`src/rtl/zs_pkg.sv`:
```
package zs_pkg;
   typedef enum logic {
      ZS_IDLE  = 1'b0,
      ZS_FRAME = 1'b1
   } zs_state_e;

   // Field order of the payload carried through the latency line, MSB first:
   // valid, start, end, length, real, imaginary.
   localparam int ZS_FLAG_BITS = 3;
endpackage

```
`src/rtl/zs_slot_seq.sv`:
```
module zs_slot_seq
   import zs_pkg::*;
#(
   parameter int MAX_LOG2 = 11
) (
   input  logic clk,
   input  logic rst,
   input  logic in_valid,
   output logic slot_active,
   output logic slot_first,
   output logic slot_last
);
   localparam logic [MAX_LOG2-1:0] CNT_LAST = '1;
   localparam logic [MAX_LOG2-1:0] CNT_ONE  = MAX_LOG2'(1);

   zs_state_e             state;
   logic [MAX_LOG2-1:0]   slot_cnt;

   always_comb begin
      slot_first  = (state == ZS_IDLE) && in_valid;
      slot_active = (state == ZS_FRAME) || slot_first;
      slot_last   = (state == ZS_FRAME) && (slot_cnt == CNT_LAST);
   end

   always_ff @(posedge clk) begin
      if (rst) begin
         state    <= ZS_IDLE;
         slot_cnt <= '0;
      end else if (slot_first) begin
         state    <= ZS_FRAME;
         slot_cnt <= CNT_ONE;
      end else if (state == ZS_FRAME) begin
         slot_cnt <= slot_cnt + 1'b1;
         if (slot_last) begin
            state <= ZS_IDLE;
         end
      end
   end
endmodule

```
`src/rtl/zs_len_norm.sv`:
```
module zs_len_norm #(
   parameter int LEN_W    = 16,
   parameter int MIN_LOG2 = 7,
   parameter int MAX_LOG2 = 11
) (
   input  logic [LEN_W-1:0] req_len,
   output logic [LEN_W-1:0] eff_len
);
   localparam int               N_SIZES = MAX_LOG2 - MIN_LOG2 + 1;
   localparam logic [LEN_W-1:0] MAX_VAL = LEN_W'(1) << MAX_LOG2;

   logic [N_SIZES-1:0] size_hit;

   for (genvar g = 0; g < N_SIZES; g++) begin : g_size
      localparam logic [LEN_W-1:0] SIZE_G = LEN_W'(1) << (MIN_LOG2 + g);
      assign size_hit[g] = (req_len == SIZE_G);
   end

   assign eff_len = (|size_hit) ? req_len : MAX_VAL;
endmodule

```
`src/rtl/zs_delay_line.sv`:
```
module zs_delay_line #(
   parameter int WIDTH = 8,
   parameter int DEPTH = 5
) (
   input  logic             clk,
   input  logic             rst,
   input  logic [WIDTH-1:0] d,
   output logic [WIDTH-1:0] q
);
   if (DEPTH == 0) begin : g_wire
      assign q = d;
   end else begin : g_regs
      logic [WIDTH-1:0] stage [DEPTH];

      always_ff @(posedge clk) begin
         if (rst) begin
            for (int i = 0; i < DEPTH; i++) stage[i] <= '0;
         end else begin
            stage[0] <= d;
            for (int i = 1; i < DEPTH; i++) stage[i] <= stage[i-1];
         end
      end

      assign q = stage[DEPTH-1];
   end
endmodule

```
`src/rtl/zs_frame_ctrl.sv`:
```
module zs_frame_ctrl
   import zs_pkg::*;
#(
   parameter int DATA_W   = 16,
   parameter int LEN_W    = 16,
   parameter int MIN_LOG2 = 7,
   parameter int MAX_LOG2 = 11,
   parameter int LAT      = 5
) (
   input  logic                     clk,
   input  logic                     rst,
   input  logic                     in_valid,
   input  logic signed [DATA_W-1:0] in_re,
   input  logic signed [DATA_W-1:0] in_im,
   input  logic        [LEN_W-1:0]  in_len,
   output logic                     out_valid,
   output logic                     out_start,
   output logic                     out_end,
   output logic signed [DATA_W-1:0] out_re,
   output logic signed [DATA_W-1:0] out_im,
   output logic        [LEN_W-1:0]  out_len
);
   localparam int PAY_W = ZS_FLAG_BITS + LEN_W + 2 * DATA_W;

   if (LAT < 1) begin : g_bad_lat
      $error("zs_frame_ctrl: LAT must be at least 1");
   end
   if (MAX_LOG2 < 1 || MIN_LOG2 < 0 || MIN_LOG2 > MAX_LOG2) begin : g_bad_range
      $error("zs_frame_ctrl: need 0 <= MIN_LOG2 <= MAX_LOG2 and MAX_LOG2 >= 1");
   end
   if (LEN_W <= MAX_LOG2) begin : g_bad_len
      $error("zs_frame_ctrl: LEN_W too narrow for the largest length");
   end
   if (DATA_W < 2) begin : g_bad_data
      $error("zs_frame_ctrl: DATA_W must be at least 2");
   end

   logic              slot_active, slot_first, slot_last;
   logic [LEN_W-1:0]  len_norm, len_held, len_sel;
   logic              keep;
   logic [DATA_W-1:0] re_z, im_z;
   logic [PAY_W-1:0]  pay_d, pay_q;

   zs_slot_seq #(
      .MAX_LOG2 (MAX_LOG2)
   ) u_seq (
      .clk         (clk),
      .rst         (rst),
      .in_valid    (in_valid),
      .slot_active (slot_active),
      .slot_first  (slot_first),
      .slot_last   (slot_last)
   );

   zs_len_norm #(
      .LEN_W    (LEN_W),
      .MIN_LOG2 (MIN_LOG2),
      .MAX_LOG2 (MAX_LOG2)
   ) u_norm (
      .req_len (in_len),
      .eff_len (len_norm)
   );

   always_ff @(posedge clk) begin
      if (rst) begin
         len_held <= '0;
      end else if (slot_first) begin
         len_held <= len_norm;
      end
   end

   always_comb begin
      keep    = slot_active && in_valid;
      re_z    = keep ? in_re : '0;
      im_z    = keep ? in_im : '0;
      len_sel = !slot_active ? '0 : (slot_first ? len_norm : len_held);
      pay_d   = {slot_active, slot_first, slot_last, len_sel, re_z, im_z};
   end

   zs_delay_line #(
      .WIDTH (PAY_W),
      .DEPTH (LAT)
   ) u_dly (
      .clk (clk),
      .rst (rst),
      .d   (pay_d),
      .q   (pay_q)
   );

   assign {out_valid, out_start, out_end, out_len, out_re, out_im} = pay_q;
endmodule

```
`config.mk`:
```
export PLATFORM = sky130hd
export DESIGN_NAME = zs_frame_ctrl
export DESIGN_NICKNAME = d
export VERILOG_FILES = /design/src/rtl/zs_pkg.sv /design/src/rtl/zs_slot_seq.sv /design/src/rtl/zs_len_norm.sv /design/src/rtl/zs_delay_line.sv /design/src/rtl/zs_frame_ctrl.sv
export SDC_FILE = /design/constraint.sdc
export NUM_CORES = 1
export LEC_CHECK = 0
export ABC_AREA = 0
export BUFFER_PORTS_ARGS = -buffer_cell sky130_fd_sc_hd__buf_2
export CORE_ASPECT_RATIO = 0.8
export CORE_MARGIN = 3
export CORE_UTILIZATION = 53
export CTS_CLUSTER_DIAMETER = 150
export CTS_CLUSTER_SIZE = 20
export DETAILED_ROUTE_END_ITERATION = 16
export PLACE_DENSITY = 0.73
export SYNTH_ARGS = -nofsm -noshare
export SYNTH_HDL_FRONTEND = slang
export SYNTH_HIERARCHICAL = 1
export SYNTH_SLANG_ARGS = --single-unit
export TNS_END_PERCENT = 1
```
`constraint.sdc`:
```
create_clock -name clk -period 4.4 [get_ports clk]
set_input_delay 0.66 -clock clk [delete_from_list [all_inputs] [get_ports clk]]
set_output_delay 0.66 -clock clk [all_outputs]
set_load 0.1 [all_outputs]
```
* Yosys cells after proc, flatten, opt, wreduce, memory -nomap -nowiden
Memory sizes are Yosys's and may differ from the RTL's.
Index checks and enable logic that the tools add are counted.
** Word-level totals
- Output and inout bits :: 51
- Word-level logic and storage cells :: 43
- RAM bits :: 255
- Register bits after elaboration :: 28
- Memories :: 1
- Input bits :: 51
** Cells by class
- Add/sub/neg operators :: 1
- Equal/unequal tests :: 6
- Multiplexer cells :: 18
- Bitwise operators :: 6
- Reduce and logical (&&, ||, !) cells :: 7
** Memories
- u_dly.g_regs.stage :: words 5, width 51, read ports 5, clocked after memory_dff 0, write ports 5, line zs_delay_line.sv:13 : logic [WIDTH-1:0] stage [DEPTH];
** Operator list (count)
- $mux W51 :: 5
- $mux W16 :: 5
- $eq A16 B10 Y1 const B :: 1
- $eq A16 B11 Y1 const B :: 1
- $eq A16 B12 Y1 const B :: 1
- $eq A16 B8 Y1 const B :: 1
- $eq A16 B9 Y1 const B :: 1
- $add A11 B1 Y11 const B :: 1
- $eq A11 B11 Y1 const B :: 1
- $mux W1 :: 8
- $or A1 B1 Y1 :: 5
- $reduce_or A5 Y1 :: 1
- $logic_and A1 B1 Y1 :: 3
- $reduce_bool A2 Y1 :: 1
- $reduce_or A2 Y1 :: 1
- $logic_or A1 B1 Y1 :: 1
- $not A1 Y1 :: 1

* Longest topological paths before layout
- Depth after elaboration :: 6
- Depth in mapped cells :: 8
- Mapped depth without buffers :: 6

* Hierarchy
The synthesis kept the hierarchy.
** By module, submodules not included
- zs_delay_line :: instances 1, area each 7223.2 um^2, cells an instance 589
- zs_frame_ctrl :: instances 1, area each 914.6 um^2, cells an instance 108
- zs_slot_seq :: instances 1, area each 554.3 um^2, cells an instance 62
- zs_len_norm :: instances 1, area each 202.7 um^2, cells an instance 27

* Worst setup path before layout
OpenSTA, ideal clock, no wires.
- Path type :: input -> register
- Start point :: input in_len[8]
- End point :: memory u_dly/g_regs.stage[0][43] (netlist name)
- Cell stages on the path :: 6
- Setup time :: 0.118 ns
- Data arrival time :: 1.629 ns
- Data required time :: 4.282 ns
- Slack :: 2.653 ns
- Cells stage by stage :: nand2b_1 a211o_1 a31o_2 mux2i_1 nor2b_1 nor2b_1
** RTL lines
- start: declaration :: line zs_frame_ctrl.sv:15 : input logic [LEN_W-1:0] in_len,
- end: declaration :: line zs_delay_line.sv:13

==> flow_summary.json <==
{
  "status": "finished, final reports clean",
  "finalSetupViolCount": 0,
  "p_sw_frac": 0.2038,
  "crit_required_ns": 4.74,
  "clock_sinks": 283,
  "ctsResizeCount": 0,
  "dpl_cell_area_mm2": 0.009040,
  "p_clk_frac": 0.357,
  "dp_hpwl_um": 7284,
  "finalNetCount": 867,
  "period_share": 0.4842,
  "synth_top_family_by_area": "simple AND/OR/NAND/NOR gates",
  "p_per_area_mw_per_mm2": 455.0,
  "endpoint": "u_dly/g_regs.stage[0][43]$_SDFF_PP0_",
  "portBuffers": 101,
  "cp.arrival_ns": 2.47,
  "hold_path_class": "reg2reg",
  "grt_max_degree": 165,
  "ys_ff_latch": 283,
  "whs_ns": 0.4344,
  "grt_first_pass_wirelength_um": 18380,
  "gp_congestion": 0.8744,
  "core.rowCount": 41,
  "synth-compound-area-share": 0.01027,
  "synth-simple-area-share": 0.2488,
  "clk_latency_ns": 0.49,
  "syn_area_mm2": 0.008895,
  "cts.clk_slew.worst_paths_ns": 0.07,
  "post-route-util": 0.5920,
  "grt.overflow.total": 0,
  "io_pins": 102,
  "mostFrequentLayoutCell": "dfxtp_1",
  "synthMuxAreaShare": 0.02026,
  "skew_ns": 0.01264,
  "cts-root-buf": "clkbuf_16",
  "first_pass_iters": 4,
  "drv_slew": 0,
  "p_leak_nw": 4.045,
  "die_y_um": 121.9,
  "startpoint": "in_valid",
  "grt_pass1_vias": 4010,
  "path_class": "in2reg",
  "syn_area_per_cell_um2": 11.32,
  "finalHoldViolCount": 0,
  "worstMarginPinSlew_ns": 1.143,
  "worst-path-max-fanout": 35,
  "relSlewSlack": 0.2375,
  "synth_xor_area_frac": 0.002954,
  "cap_violations": 0,
  "wl_um": 11480,
  "worstRegToRegCells": 5,
  "layout_common_cells": "dfxtp_1 (283), nor2b_1 (271), buf_2 (100)",
  "clockBufferDepth": 3,
  "r2r-end": "u_dly/g_regs.stage[0][43]$_SDFF_PP0_",
  "fmax_mhz": 469.4,
  "drive_gt1_frac": 0.1632,
  "diodes": 0,
  "placed_cells": 1010,
  "wl_per_cell_um": 11.15,
  "final_area_mm2": 0.009535,
  "synthAdderAreaFrac": 0.001407,
  "yosysWarnings": 6,
  "nFillCells": 1350,
  "numCtsBuffers": 18,
  "intPower_mw": 3.454,
  "fp.dieW_um": 150.8,
  "end_kind": "flip-flop",
  "p_seq_frac": 0.603,
  "cp-start-kind": "primary input",
  "rsz0062_at_grt": "false",
  "synthCells": 786,
  "cts_tree": "done",
  "antenna_found_initial": 0,
  "syn_to_final_growth_pct": 7.202,
  "r2r_slack_ns": 2.38,
  "grt_usage": 0.1208,
  "drt-initial-drc-count": 177,
  "initial_utilization": 0.5522,
  "die_area_mm2": 0.01838,
  "postCtsSetupBuffers": 0,
  "pwr-share-comb": 0.039,
  "finalCriticalPeriod_ns": 2.131,
  "ir_drop_mv": 0.2162,
  "stdcell_count": 1030,
  "cts_max_level": 1,
  "cts_hold_buffers": 0,
  "drc": 0,
  "vias": 4516,
  "routed_via_density": 4.384,
  "p_sw_mw": 0.8842,
  "regToRegStartpoint": "u_seq/state$_SDFF_PP0_",
  "setup_tns_ns": 0,
  "core-area_mm2": 0.01611,
  "ys_seq_area_frac": 0.6369,
  "ant_nets": 0,
  "ys_types": 37
}
-- cells by family (layout without fill, tap and decap cells) --
kind of cell    Yosys count  in the layout
other cells               1             11
mux                      18             18
fa+ha+maj                 1              1
compound gates           14             14
flops                   283            283
xor+xnor                  3              3
simple gates            359            359
buf+inv                 107            126
-- routing by layer --
metal | global-route usage | part of all wire
met2 | 0.1921 | 0.45
met4 | 0.04077 | 0.027
met5 | 0 | 0
met3 | 0.02678 | 0.049
met1 | 0.1645 | 0.48
-- worst max-delay path: stages --
cell and delay [ns]:
buf_2 0.40, nand2b_1 0.19, inv_1 0.65, mux2i_1 0.33, nor2b_1 0.09, nor2b_1 0.13
-- final cells by class --
type	instances	area, µm²	area share
Inverter	3	11.26	0.001181
Clock inverter	1	20.02	0.002099
Multi-Input combinational cell	406	2565	0.2690
Timing Repair Buffer	103	529.3	0.05550
Sequential cell	283	5665	0.5941
Tap cell	215	269.0	0.02821
Clock buffer	19	475.5	0.04986
-- metrics by stage --
stage               setup WS (ns)  power, mW
global route                2.109      4.503
finish                      2.269      4.338
detailed placement          1.716      2.852
floorplan                   2.653      2.821
global placement            1.922      2.844
CTS                         2.229      4.393
-- registers in the layout, indices dropped and copies added, names as in the netlist --
register,cells
u_seq/slot_cnt,11
u_seq/state,1
len_held,16
u_dly/g_regs.stage,255
-- power by group through the flow --
| stage | logic (mW) | registers, mW | clock network [mW] |
|---|---|---|---|
| 2_1_floorplan | 0.147 | 2.67 | 0 |
| 3_3_place_gp | 0.166 | 2.68 | 0 |
| 3_5_place_dp | 0.173 | 2.68 | 0 |
| 4_1_cts | 0.173 | 2.62 | 1.60 |
| 5_1_grt | 0.190 | 2.62 | 1.69 |
| 6_report | 0.170 | 2.62 | 1.55 |
-- worst min-delay path by stage --
stage / cells past startpoint / from / slack, ns / to
3_3_place_gp: 1 / u_dly/g_regs.stage[0][66]$_SDFF_PP0_ / 0.42 / u_dly/g_regs.stage[0][117]$_SDFF_PP0_
2_1_floorplan: 1 / u_dly/g_regs.stage[0][49]$_SDFF_PP0_ / 0.41 / u_dly/g_regs.stage[0][100]$_SDFF_PP0_
3_5_place_dp: 1 / u_dly/g_regs.stage[0][136]$_SDFF_PP0_ / 0.42 / u_dly/g_regs.stage[0][187]$_SDFF_PP0_
4_1_cts: 1 / u_dly/g_regs.stage[0][22]$_SDFF_PP0_ / 0.43 / u_dly/g_regs.stage[0][73]$_SDFF_PP0_
5_1_grt: 1 / u_dly/g_regs.stage[0][39]$_SDFF_PP0_ / 0.44 / u_dly/g_regs.stage[0][90]$_SDFF_PP0_
6_report: 1 / u_dly/g_regs.stage[0][85]$_SDFF_PP0_ / 0.43 / u_dly/g_regs.stage[0][136]$_SDFF_PP0_
-- cells in the mapped netlist --
library cell  instances  area, µm²
nand2_1               4      15.01
buf_4                63      473.0
buf_2                32      160.2
nand3b_1              3      22.52
nor4_2                3      37.54
clkbuf_1              7      26.28
a211o_1               1      8.760
ha_1                  1      12.51
or3b_2                1      8.760
and2_1                1      6.260
conb_1                1      3.750
inv_1                 3      11.26
a21oi_1               4      20.02
nand3_2               1      10.01
or4_1                 1      7.510
and3_1               32      200.2
buf_6                 1      11.26
or3_1                 2      12.51
o21ai_0               3      15.01
dfxtp_1             283       5665
buf_12                1      20.02
xor2_1                3      26.28
a31o_2                1      8.760
nand2b_1              4      25.02
nor2_1               24      90.09
nor2b_1             271       1695
nand4_1               3      18.77
or3_2                 1      7.510
mux2i_1              18      180.2
or4_4                 1      11.26
a21oi_2               1      8.760
nand3_1               2      10.01
a211oi_1              2      15.01
nor3_1                2      10.01
o31ai_1               2      15.01
nor4_1                2      12.51
nand4_2               1      12.51
(Power assumes the default switching activity.)
